[config.mk]
export PLATFORM = sky130hd
export DESIGN_NAME = ber_monitor
export DESIGN_NICKNAME = d
export VERILOG_FILES = /design/src/rtl/ber_mon_pkg.sv /design/src/rtl/ber_win_timer.sv /design/src/rtl/ber_err_count.sv /design/src/rtl/ber_flag.sv /design/src/rtl/ber_monitor.sv
export SDC_FILE = /design/constraint.sdc
export NUM_CORES = 1
export LEC_CHECK = 0
export BUFFER_PORTS_ARGS = -buffer_cell sky130_fd_sc_hd__buf_4
export CORE_ASPECT_RATIO = 1.5
export CORE_MARGIN = 1
export CORE_UTILIZATION = 40
export DETAILED_ROUTE_END_ITERATION = 10
export PLACE_DENSITY_LB_ADDON = 0.08
export SKIP_LAST_GASP = 1
export SLEW_MARGIN = 10
export SYNTH_ARGS = -nofsm -noshare
export SYNTH_HDL_FRONTEND = slang
export SYNTH_SLANG_ARGS = --single-unit
[constraint.sdc]
create_clock -name clk -period 2.13 [get_ports clk]
set_clock_uncertainty 0.15 [all_clocks]
set_input_delay 0.3195 -clock clk [delete_from_list [all_inputs] [get_ports clk]]
set_output_delay 0.3195 -clock clk [all_outputs]
set_load 0.02 [all_outputs]
[src/rtl/ber_mon_pkg.sv]
`timescale 1ns/1ps
package ber_mon_pkg;

  typedef logic [1:0] sync_hdr_t;

  localparam sync_hdr_t HDR_DATA = 2'b01;
  localparam sync_hdr_t HDR_CTRL = 2'b10;

  // A header is bad when both bits are equal
  function automatic logic hdr_bad(input sync_hdr_t h);
    return (h != HDR_DATA) && (h != HDR_CTRL);
  endfunction

  // Bits needed to hold values 0..n
  function automatic int unsigned width_for(input int unsigned n);
    return (n < 2) ? 1 : $clog2(n + 1);
  endfunction

endpackage

[src/rtl/ber_win_timer.sv]
`timescale 1ns/1ps
module ber_win_timer #(
  parameter int unsigned WIN_CYC = 19531,
  parameter int unsigned TMR_W   = 15
) (
  input  logic clk,
  input  logic rst_n,
  input  logic run,
  output logic win_end
);

  localparam logic [TMR_W-1:0] LAST = TMR_W'(WIN_CYC - 1);

  logic [TMR_W-1:0] tmr;

  assign win_end = run && (tmr == LAST);

  always_ff @(posedge clk or negedge rst_n) begin
    if (!rst_n)       tmr <= '0;
    else if (!run)    tmr <= '0;
    else if (win_end) tmr <= '0;
    else              tmr <= tmr + 1'b1;
  end

  a_r7_timer_held: assert property (@(posedge clk) disable iff (!rst_n)
    !run |=> (tmr == '0));

  a_r6_timer_wraps: assert property (@(posedge clk) disable iff (!rst_n)
    win_end |=> (tmr == '0));

  a_r6_timer_steps: assert property (@(posedge clk) disable iff (!rst_n)
    (run && !win_end) |=> (tmr == $past(tmr) + 1'b1));

endmodule

[src/rtl/ber_err_count.sv]
`timescale 1ns/1ps
module ber_err_count #(
  parameter int unsigned THRESH = 16,
  parameter int unsigned CNT_W  = 5
) (
  input  logic clk,
  input  logic rst_n,
  input  logic run,
  input  logic err_evt,
  input  logic win_end,
  output logic hit
);

  localparam logic [CNT_W-1:0] LIMIT = CNT_W'(THRESH);

  logic [CNT_W-1:0] cnt;
  logic [CNT_W-1:0] cnt_inc;

  // Saturating increment
  always_comb begin
    cnt_inc = cnt;
    if (err_evt && (cnt != LIMIT)) cnt_inc = cnt + 1'b1;
  end

  assign hit = (cnt_inc == LIMIT);

  always_ff @(posedge clk or negedge rst_n) begin
    if (!rst_n)       cnt <= '0;
    else if (!run)    cnt <= '0;
    else if (win_end) cnt <= '0;
    else              cnt <= cnt_inc;
  end

  a_r5_count_bounded: assert property (@(posedge clk) disable iff (!rst_n)
    1'b1 |=> (cnt <= LIMIT));

  a_r3_quiet_keeps_count: assert property (@(posedge clk) disable iff (!rst_n)
    (run && !win_end && !err_evt) |=> (cnt == $past(cnt)));

  a_r7_count_held: assert property (@(posedge clk) disable iff (!rst_n)
    !run |=> (cnt == '0));

  a_r8_window_clears: assert property (@(posedge clk) disable iff (!rst_n)
    win_end |=> (cnt == '0));

endmodule

[src/rtl/ber_flag.sv]
`timescale 1ns/1ps
module ber_flag (
  input  logic clk,
  input  logic rst_n,
  input  logic run,
  input  logic hit,
  input  logic win_end,
  output logic hi_ber
);

  always_ff @(posedge clk or negedge rst_n) begin
    if (!rst_n)             hi_ber <= 1'b0;
    else if (run) begin
      if (hit)              hi_ber <= 1'b1;
      else if (win_end)     hi_ber <= 1'b0;
    end
  end

  a_r4_set_on_hit: assert property (@(posedge clk) disable iff (!rst_n)
    (run && hit) |=> hi_ber);

  a_r6_clear_at_end: assert property (@(posedge clk) disable iff (!rst_n)
    (run && win_end && !hit) |=> !hi_ber);

  a_r5_keep_mid_window: assert property (@(posedge clk) disable iff (!rst_n)
    (run && !win_end && hi_ber) |=> hi_ber);

  a_r7_hold_unlocked: assert property (@(posedge clk) disable iff (!rst_n)
    !run |=> $stable(hi_ber));

endmodule

[src/rtl/ber_monitor.sv]
`timescale 1ns/1ps
module ber_monitor
  import ber_mon_pkg::*;
#(
  parameter int unsigned WIN_CYC = 19531,
  parameter int unsigned THRESH  = 16
) (
  input  logic       clk,
  input  logic       rst_n,
  input  logic       blk_valid,
  input  logic [1:0] blk_hdr,
  input  logic       blk_lock,
  output logic       hi_ber
);

  localparam int unsigned TMR_W = width_for(WIN_CYC - 1);
  localparam int unsigned CNT_W = width_for(THRESH);

  logic err_evt;
  logic win_end;
  logic hit;

  // Counted error event
  assign err_evt = blk_lock && blk_valid && hdr_bad(blk_hdr);

  ber_win_timer #(.WIN_CYC(WIN_CYC), .TMR_W(TMR_W)) u_timer (
    .clk     (clk),
    .rst_n   (rst_n),
    .run     (blk_lock),
    .win_end (win_end)
  );

  ber_err_count #(.THRESH(THRESH), .CNT_W(CNT_W)) u_count (
    .clk     (clk),
    .rst_n   (rst_n),
    .run     (blk_lock),
    .err_evt (err_evt),
    .win_end (win_end),
    .hit     (hit)
  );

  ber_flag u_flag (
    .clk     (clk),
    .rst_n   (rst_n),
    .run     (blk_lock),
    .hit     (hit),
    .win_end (win_end),
    .hi_ber  (hi_ber)
  );

  a_r3_no_strobe_no_hit: assert property (@(posedge clk) disable iff (!rst_n)
    (!blk_valid && !hi_ber && !hit) |=> !hi_ber);

endmodule

==> flow_metrics.py, run 1 <==
metrics = {
    "finish": {
        "drive_above_1_share_pct": 16.1,
        "nets": 135,
        "final_cells": 161,
        "antenna_cells": 0,
        "area_growth_pct": 12.0,
    },
    "routing": {
        "routed_wl_um": 2110,
        "detail_route.wl_per_cell_um": 13.1,
        "drc": 0,
        "vias": 796,
        "drtIter0Drc": 9,
        "avgViaCountPerCell": 4.94,
        "drt_pass1_iterations": 2,
        "drt.antenna.violating_nets": 0,
    },
    "synth": {
        "synth_area_sq_mm": 0.00117,
        "synth_top_cell_by_area": "dfrtp_1",
        "syn_avg_cell_area_sq_um": 10.1,
        "synthesis.nets": 126,
        "ys_warn_count": 0,
        "synth-seq-cells": 21,
        "synth.top_cells.by_count": "nor2_1 (22), dfrtp_1 (21), xor2_1 (13)",
        "synth.most_common_cell": "nor2_1",
        "synth_top_area_share_pct": 45.0,
        "synthArstFlopShare_pct": 100,
        "synth_flop_cell": "dfrtp_1",
        "synth_edf_count": 0,
        "synth_area_leaders": "dfrtp_1 (45%), xor2_1 (9.8%), nor2_1 (7.1%)",
        "synthCells": 116,
        "yosysSeqAreaShare_pct": 45.0,
        "ys_types": 26,
    },
    "global_routing": {
        "grt_overflow": 0,
        "track_usage_pct": 16.8,
        "antenna_found_initial": 0,
        "grt_pass1_wl_um": 3750,
        "grt_pass1_vias": 824,
        "grt_max_degree": 22,
    },
    "timing": {
        "period_needed_ps": 1910,
        "fin_crit_sh_pct": 89.8,
        "finalHoldViolCount": 0,
        "fmax_mhz": 523,
        "finalMaxSlewViolations": 0,
        "setup_viol": 0,
        "relSlewSlack_pct": 74.9,
        "tns_ps": 0,
        "worst_pin_slew_ps": 372,
        "rsz0062_at_grt": "no",
    },
    "run": {
        "maxCapViolations": 0,
    },
    "clock_tree": {
        "clockBufferDepth": 2,
        "ctsResizeCount": 0,
        "hold_buffers": 1,
        "htree_num_levels": 1,
        "cts_buffers": 3,
        "clock-sinks": 21,
        "post-cts-setup-buffers": 0,
        "clkTransAtPathRegs_ps": 80,
        "cts-root-buf": "clkbuf_8",
        "clock_latency_ps": 260,
        "cts_tree": "done",
    },
    "placed_design": {
        "dp_cells": 156,
        "gp_congestion": 0.704,
        "io_buffers": 6,
        "dp_hpwl_um": 1650,
    },
    "outcome": {
        "status": "finished, final reports clean",
    },
    "worst_setup_path": {
        "end_kind": "register",
        "cp_max_fo": 5,
        "path_class": "reg -> reg",
        "cp.arrival_ps": 1910,
        "critical_path_required_ps": 2120,
        "start_kind": "register",
    },
    "die": {
        "die_h_um": 68.2,
        "row_count": 23,
        "core-area_sq_mm": 0.00273,
        "die_area_sq_mm": 0.00314,
        "die-width_um": 46.1,
        "io_pins": 7,
        "start_util_pct": 42.7,
    },
    "pwr": {
        "power-per-cell-area_mw_per_mm2": 559,
        "peakVddDrop_v": 0.000274,
        "power_leakage_uw": 0.000585,
        "p_total_uw": 731,
    },
    "worst_hold_path": {
        "holdCritPathClass": "in -> reg",
    },
}
cell type report:
class	count	area, sq um
multi-input cells	85	601
clock buffers	3	41.3
inverters	5	18.8
repair buffers	9	70.1
fillers	268	1430
well taps	37	46.3
flip-flops and latches	21	526
clock inverters	1	5.00
final timing paths:
path | from | end | slack, ps | cells after the start
setup reg to reg | u_count.cnt[0] | u_flag.hi_ber | 220 | 6
hold reg to reg | u_timer.tmr[0] | u_timer.tmr[0] | 330 | 1
min in group asynchronous | rst_n | u_timer.tmr[13] | 320 | 2
setup / recovery | u_count.cnt[0] | u_flag.hi_ber | 220 | 6
hold / removal | blk_lock | u_flag.hi_ber | 210 | 3
max in group asynchronous | rst_n | u_count.cnt[4] | 1290 | 2
registers in the layout (all words and copies together) (netlist names):
name	cells
u_timer.tmr	15
u_count.cnt	5
u_flag.hi_ber	1
worst max-delay path, stage by stage, from the launching register on:
cell and delay [ps]:
dfrtp_1 430, inv_1 80, ha_1 210, and4bb_2 250
nor3_2 300, mux2i_1 290, o41ai_2 80
where the power goes:
group	total, uW	internal (uW)	switching (uW)
Clock	261	130	130
Combinational	58.4	23.6	34.8
Sequential	412	405	7.19
Total	731	558	172
logic make-up after synthesis:
group	after synthesis	share of synthesized area, %
simple gates	57	26.9
flops	21	45.0
compound gates	2	1.82
mux	4	4.29
buf+inv	10	3.54
fa+ha+maj	4	4.29
xor+xnor	18	14.1
per-layer routing:
metal	wire, um	vias up	global-route usage, %
met3	50	4	2.90
met5	0	-	0
li1	-	404	-
met2	1200	9	29.8
met4	28	0	6.99
met1	830	379	19.0
placed cells by master (no fill, tap or decap), drive strengths merged:
master and instances:
nand2b 1, mux2i 2, and4 3, nor4bb 1, and4bb 1, nor2 22
buf 8, inv 5, nor2b 1, dfrtp 21, clkinv 1, nand3 5
dlygate4sd3 1, nor3 3, mux2 2, o21ai 1, clkbuf 3, xor2 14
o41ai 1, nor4 1, nor4b 2, nand2 6, nand4 7, and2 2
and3 2, xnor2 4, ha 4
metrics by stage:
step | setup WS (ps) | utilization [%] | cell area, sq um | hold WS, ps
3_5_place_dp | 202 | 45.8 | 1250 | 68.4
4_1_cts | 169 | 47.8 | 1310 | 204
3_3_place_gp | 234 | 45.8 | 1250 | 70.4
6_report | 216 | 47.8 | 1310 | 206
2_1_floorplan | 446 | - | 1170 | -126
5_1_grt | 104 | 47.8 | 1310 | 203
Power figures use the tool's default switching activity.
==> inputs of run 2 (changes only) <==
- ABC_AREA: not set -> 1
==> run 2 against run 1 <==
Worst setup slack gained 140 ps. Synthesized area up 7.7%. Sequential share of layout area shrank 2.5 points. Largest power group unchanged.
==> flow_metrics.py, run 2 <==
metrics = {
    "clock_tree": {
        "post-cts-setup-buffers": 0,
        "clock_latency_ps": 260,
        "clockBufferDepth": 2,
        "cts-root-buf": "clkbuf_8",
        "cts_tree": "done",
        "clock-sinks": 21,
        "htree_num_levels": 1,
        "cts_buffers": 3,
        "clkTransAtPathRegs_ps": 80,
    },
    "timing": {
        "rsz0062_at_grt": "no",
        "setup_viol": 0,
        "finalMaxSlewViolations": 0,
        "fin_crit_sh_pct": 83.5,
        "fmax_mhz": 563,
        "finalHoldViolCount": 0,
        "relSlewSlack_pct": 75.9,
        "worst_pin_slew_ps": 360,
        "tns_ps": 0,
        "period_needed_ps": 1780,
    },
    "finish": {
        "final_cells": 214,
        "multi_input_area_sq_um": 616,
        "fill_cells": 322,
        "ff_latch_area_sq_um": 526,
        "final_core_util_pct": 47.4,
        "nets": 186,
        "largest_register_ffs": 15,
        "postLayoutCellArea_sq_mm": 0.00140,
        "layout_common_cells": "nand2_1 (35), inv_1 (25), nor2_1 (24), dfrtp_1 (21), nand3_1 (13)",
        "drive_above_1_share_pct": 13.1,
        "reg_top3": "u_timer.tmr (15), u_count.cnt (5), u_flag.hi_ber (1)",
        "layout_commonest_cell": "nand2_1",
        "antenna_cells": 0,
        "area_growth_pct": 10.9,
        "regMostFlops": "u_timer.tmr",
    },
    "die": {
        "io_pins": 7,
        "die_area_sq_mm": 0.00338,
        "die-width_um": 47.8,
        "core-area_sq_mm": 0.00294,
        "die_h_um": 70.7,
        "start_util_pct": 42.7,
        "row_count": 24,
    },
    "placed_design": {
        "dp_cells": 209,
        "dpl-instance-area_sq_mm": 0.00134,
        "dp_hpwl_um": 2050,
        "io_buffers": 6,
        "gp_congestion": 0.875,
    },
    "routing": {
        "drt.antenna.violating_nets": 0,
        "drt_pass1_iterations": 4,
        "vias": 1051,
        "detail_route.wl_per_cell_um": 11.8,
        "routed_wl_um": 2520,
        "drc": 0,
        "avgViaCountPerCell": 4.91,
        "drtIter0Drc": 17,
    },
    "run": {
        "maxCapViolations": 0,
    },
    "worst_hold_path": {
        "holdCritPathClass": "in -> reg",
        "hold_path.startpoint": "blk_lock",
        "hold_depth": 3,
        "holdPathEnd": "u_timer.tmr[12]",
    },
    "synth": {
        "synth.top_cells.by_count": "nand2_1 (35), inv_1 (25), nor2_1 (24)",
        "ys_types": 28,
        "synth.most_common_cell": "nand2_1",
        "synth_flop_cell": "dfrtp_1",
        "ys_warn_count": 0,
        "synth-seq-cells": 21,
        "synth_area_sq_mm": 0.00126,
        "synthesis.nets": 175,
        "synth_area_leaders": "dfrtp_1 (42%), nand2_1 (10%), inv_1 (7.5%)",
        "yosysSeqAreaShare_pct": 41.8,
        "synth_top_cell_by_area": "dfrtp_1",
        "synth_edf_count": 0,
        "syn_avg_cell_area_sq_um": 7.62,
        "synth_top_area_share_pct": 41.8,
        "synthArstFlopShare_pct": 100,
        "synthCells": 165,
    },
    "worst_setup_path": {
        "cp.arrival_ps": 1780,
        "reg2reg_from": "u_timer.tmr[0]",
        "worst_r2r_path_depth": 8,
        "cp_max_fo": 11,
        "rr_endpoint": "u_count.cnt[0]",
        "path_class": "reg -> reg",
        "r2r_slack_ps": 350,
        "critical_path_required_ps": 2130,
        "start_kind": "register",
        "end_kind": "register",
    },
    "global_routing": {
        "antenna_found_initial": 0,
        "track_usage_pct": 17.6,
        "grt_pass1_vias": 1075,
        "grt_max_degree": 22,
        "grt_pass1_wl_um": 4350,
        "grt_overflow": 0,
    },
    "pwr": {
        "power-per-cell-area_mw_per_mm2": 543,
        "peakVddDrop_v": 0.000449,
        "power_leakage_uw": 0.000680,
    },
    "outcome": {
        "status": "finished, final reports clean",
    },
}
[run 2: worst max path at each step]
stage | from | to | slack [ps] | depth (start not counted)
finish | u_timer.tmr[0] | u_count.cnt[0] | 350 | 8
global route | u_timer.tmr[0] | u_count.cnt[0] | 160 | 8
CTS | u_timer.tmr[0] | u_count.cnt[0] | 340 | 8
detailed placement | u_timer.tmr[0] | u_count.cnt[0] | 350 | 8
global placement | blk_lock | u_count.cnt[0] | 390 | 9
floorplan | u_count.cnt[0] | u_count.cnt[0] | 660 | 8
[run 2: critical path: stages, from the launching register on]
cell and delay (ps):
dfrtp_1 410, inv_1 90, ha_1 150, nand2_1 50, nor2_1 90, nand3_1 90, nand2_1 300, inv_1 170
and2_1 170
[run 2: where the power goes]
group	switching [uW]	leakage, uW	internal, uW
Sequential	10.8	0.000285	410
Clock	122	0.0000228	133
Combinational	50.3	0.000373	31.3
Total	183	0.000680	574
[run 2: kinds of logic (layout without fill, tap and decap cells)]
family          Yosys count  count (layout)  share of synthesized area (%)
fa+ha+maj                 4               4                           3.98
compound gates            8               8                           4.48
buf+inv                  29              39                           9.25
xor+xnor                  7               7                           4.88
simple gates             96              96                           35.6
flops                    21              21                           41.8
[run 2: area by class of cell]
class / instances / share of cell area, %
timing repair buffer: 7 / 3.95
multi-input combinational: 115 / 44.1
sequential: 21 / 37.7
inverter: 28 / 7.53
clock buffer: 4 / 3.23
tap: 39 / 3.50
[run 2: stage by stage]
step           power [uW]  hold slack (ps)  setup WS (ps)
6_report              757              226            352
5_1_grt               810              246            158
3_5_place_dp          510             68.4            354
3_3_place_gp          509             67.6            394
2_1_floorplan         476             -126            662
4_1_cts               766              246            342
[run 2: what timing repair did]
| item | in CTS | in global routing |
|---|---|---|
| hold buffers | 1 | 0 |
| endpoints found under the setup margin | 0 | 0 |
| endpoints found under the hold margin | 21 | 0 |
| resized for setup | 0 | 0 |
[run 2: routing by layer]
| layer | global-route usage [%] | vias to the layer above | routed length [um] |
|---|---|---|---|
| met2 | 31.8 | 22 | 1360 |
| met1 | 19.8 | 491 | 1060 |
| met5 | 0 | - | 0 |
| li1 | - | 532 | - |
| met4 | 5.86 | 0 | 48 |
| met3 | 2.30 | 6 | 55 |
==> inputs of run 3 (changes only) <==
- clock period: 2.13 -> 1.5 ns (I/O delays scaled with it)
==> run 3 against run 2 <==
The flow now finishes with violations (negative setup slack). Core utilization is 9.9 points higher. Combinational power up 120%. Fmax is 16% higher. Via count increased by 6.5%. Clock power grew 45%. Worst hold slack got worse by 27 ps. Critical path type unchanged. Largest cell class unchanged. Highest routed layer unchanged.
==> flow_metrics.py, run 3 (synthesis gave the netlist of run 2 again) <==
metrics = {
    "timing": {
        "holdWs_ps": 199,
        "worst_pin_slew_ps": 275,
        "setup_viol": 5,
        "setup_ws_ps": -38.8,
        "rsz0062_at_grt": "yes",
        "finalMaxSlewViolations": 0,
        "relSlewSlack_pct": 81.6,
        "fin_crit_sh_pct": 103,
        "fmax_mhz": 650,
        "period_needed_ps": 1540,
        "finalHoldViolCount": 0,
    },
    "worst_setup_path": {
        "r2r_slack_ps": -40,
        "cp_max_fo": 5,
        "crit_family": "flip-flops",
        "reg2reg_from": "u_timer.tmr[1]",
        "end_kind": "register",
        "path_buf_inv": 1,
        "cp.arrival_ps": 1540,
        "cp.depth": 8,
        "cp_slowest_cell": "dfrtp_1",
        "critPathMaxStageDelay_ps": 440,
        "path_cells": "ha_2 -> nand2_1 -> nor2_1 -> nand3_1 -> nand2_2 -> buf_6 -> nor2_2 -> o21a_1",
        "cp-endpoint": "u_timer.tmr[9]",
        "rr_endpoint": "u_timer.tmr[9]",
        "path_class": "reg -> reg",
        "crit_path_start": "u_timer.tmr[1]",
        "critical_path_required_ps": 1510,
        "worst_r2r_path_depth": 8,
        "start_kind": "register",
    },
    "clock_tree": {
        "clock_latency_ps": 260,
        "clock-sinks": 21,
        "cts_buffers": 3,
        "htree_num_levels": 1,
        "clkTransAtPathRegs_ps": 80,
        "clockBufferDepth": 2,
        "cts-root-buf": "clkbuf_8",
        "cts_tree": "done",
    },
    "finish": {
        "drive_above_1_share_pct": 35.4,
        "regMostFlops": "u_timer.tmr",
        "antenna_cells": 0,
        "nets": 206,
        "area_growth_pct": 34.1,
        "final_core_util_pct": 57.3,
        "layout_commonest_cell": "nand2_1",
        "fill_cells": 268,
        "reg_top3": "u_timer.tmr (15), u_count.cnt (5), u_flag.hi_ber (1)",
        "layout_common_cells": "nand2_1 (28), buf_4 (22), inv_1 (21), dfrtp_1 (21), nor2_1 (19)",
        "largest_register_ffs": 15,
    },
    "global_routing": {
        "antenna_found_initial": 0,
        "grt_pass1_vias": 1114,
        "track_usage_pct": 19.3,
        "grt_pass1_wl_um": 4630,
        "grt_overflow": 0,
        "grt_max_degree": 22,
    },
    "routing": {
        "vias": 1119,
        "drtIter0Drc": 26,
        "drt.antenna.violating_nets": 0,
        "drt_pass1_iterations": 4,
        "detail_route.wl_per_cell_um": 12.4,
        "drc": 0,
        "avgViaCountPerCell": 4.78,
        "routed_wl_um": 2900,
    },
    "die": {
        "start_util_pct": 42.7,
        "core-area_sq_mm": 0.00294,
        "die_area_sq_mm": 0.00338,
        "die_h_um": 70.7,
        "io_pins": 7,
        "row_count": 24,
        "die-width_um": 47.8,
    },
    "pwr": {
        "peakVddDrop_v": 0.000416,
        "power-per-cell-area_mw_per_mm2": 680,
        "power_leakage_uw": 0.000811,
    },
    "placed_design": {
        "io_buffers": 6,
        "dp_hpwl_um": 2230,
        "gp_congestion": 0.924,
    },
    "run": {
        "maxCapViolations": 0,
    },
    "outcome": {
        "status": "complete, but fails checks",
        "violations": "negative setup slack",
    },
    "worst_hold_path": {
        "holdCritPathClass": "in -> reg",
    },
}
run 3: cell count changes in the layout (fill, tap and decap cells not counted), moves of 3 or more:
cell and delta:
nor2_1 -5, nand2_1 -7, inv_1 -4, buf_6 +4, ha_1 -3, nand2_4 +3
buf_4 +16, nor2_2 +3, nand2_2 +4
run 3: metrics by stage:
stage | setup TNS (ps) | std cells | setup WS [ps] | area (sq um) | power, uW
2_1_floorplan | 0 | 165 | 31.8 | 1260 | 676
3_3_place_gp | -361 | 227 | -151 | 1480 | 740
3_5_place_dp | -634 | 227 | -174 | 1480 | 744
4_1_cts | -202 | 233 | -91.1 | 1610 | 1140
5_1_grt | -1000 | 234 | -137 | 1690 | 1210
6_report | -129 | 234 | -38.8 | 1690 | 1150
run 3: layout make-up:
class	instances	area, sq um	share of cell area, %
clock buffers	3	41.3	2.45
clock inverters	1	5.00	0.297
inverters	28	110	6.53
multi-input cells	115	736	43.6
flip-flops and latches	21	526	31.2
well taps	39	48.8	2.89
repair buffers	27	220	13.1
run 3: timing repair:
| action | in CTS | in global routing |
|---|---|---|
| setup buffers | 1 | 1 |
| hold endpoints to repair | 21 | 0 |
| hold buffers | 1 | 0 |
| gates resized for setup | 21 | 20 |
| pin swaps | 8 | 10 |
| setup endpoints to repair | 14 | 19 |
run 3: worst min-delay path by stage:
stage / start / to / slack (ps) / cells after the start
floorplan: rst_n / u_count.cnt[0] / -220 / 0
global route: blk_lock / u_timer.tmr[8] / 220 / 4
CTS: blk_lock / u_flag.hi_ber / 190 / 5
global placement: rst_n / u_timer.tmr[3] / -30 / 1
detailed placement: rst_n / u_timer.tmr[3] / -20 / 1
finish: blk_lock / u_flag.hi_ber / 200 / 5
run 3: per-layer routing:
metal  global-route usage (%)  up-vias  wire length [um]
met5                        0        -                 0
met4                     6.48        0                48
met3                     2.30        5                38
met2                     35.7       12              1640
met1                     20.8      526              1180
li1                         -      576                 -
run 3: worst min-delay path, stage by stage:
cell	delay, ps
buf_4	130
nand3_1	70
nor2_1	40
nand2_1	60
nand2_1	50
run 3: where the power goes:
part | total [uW] | switching (uW) | internal [uW]
registers | 600 | 17.9 | 582
clock network | 371 | 186 | 185
logic | 176 | 95.3 | 81.1
total | 1150 | 299 | 848
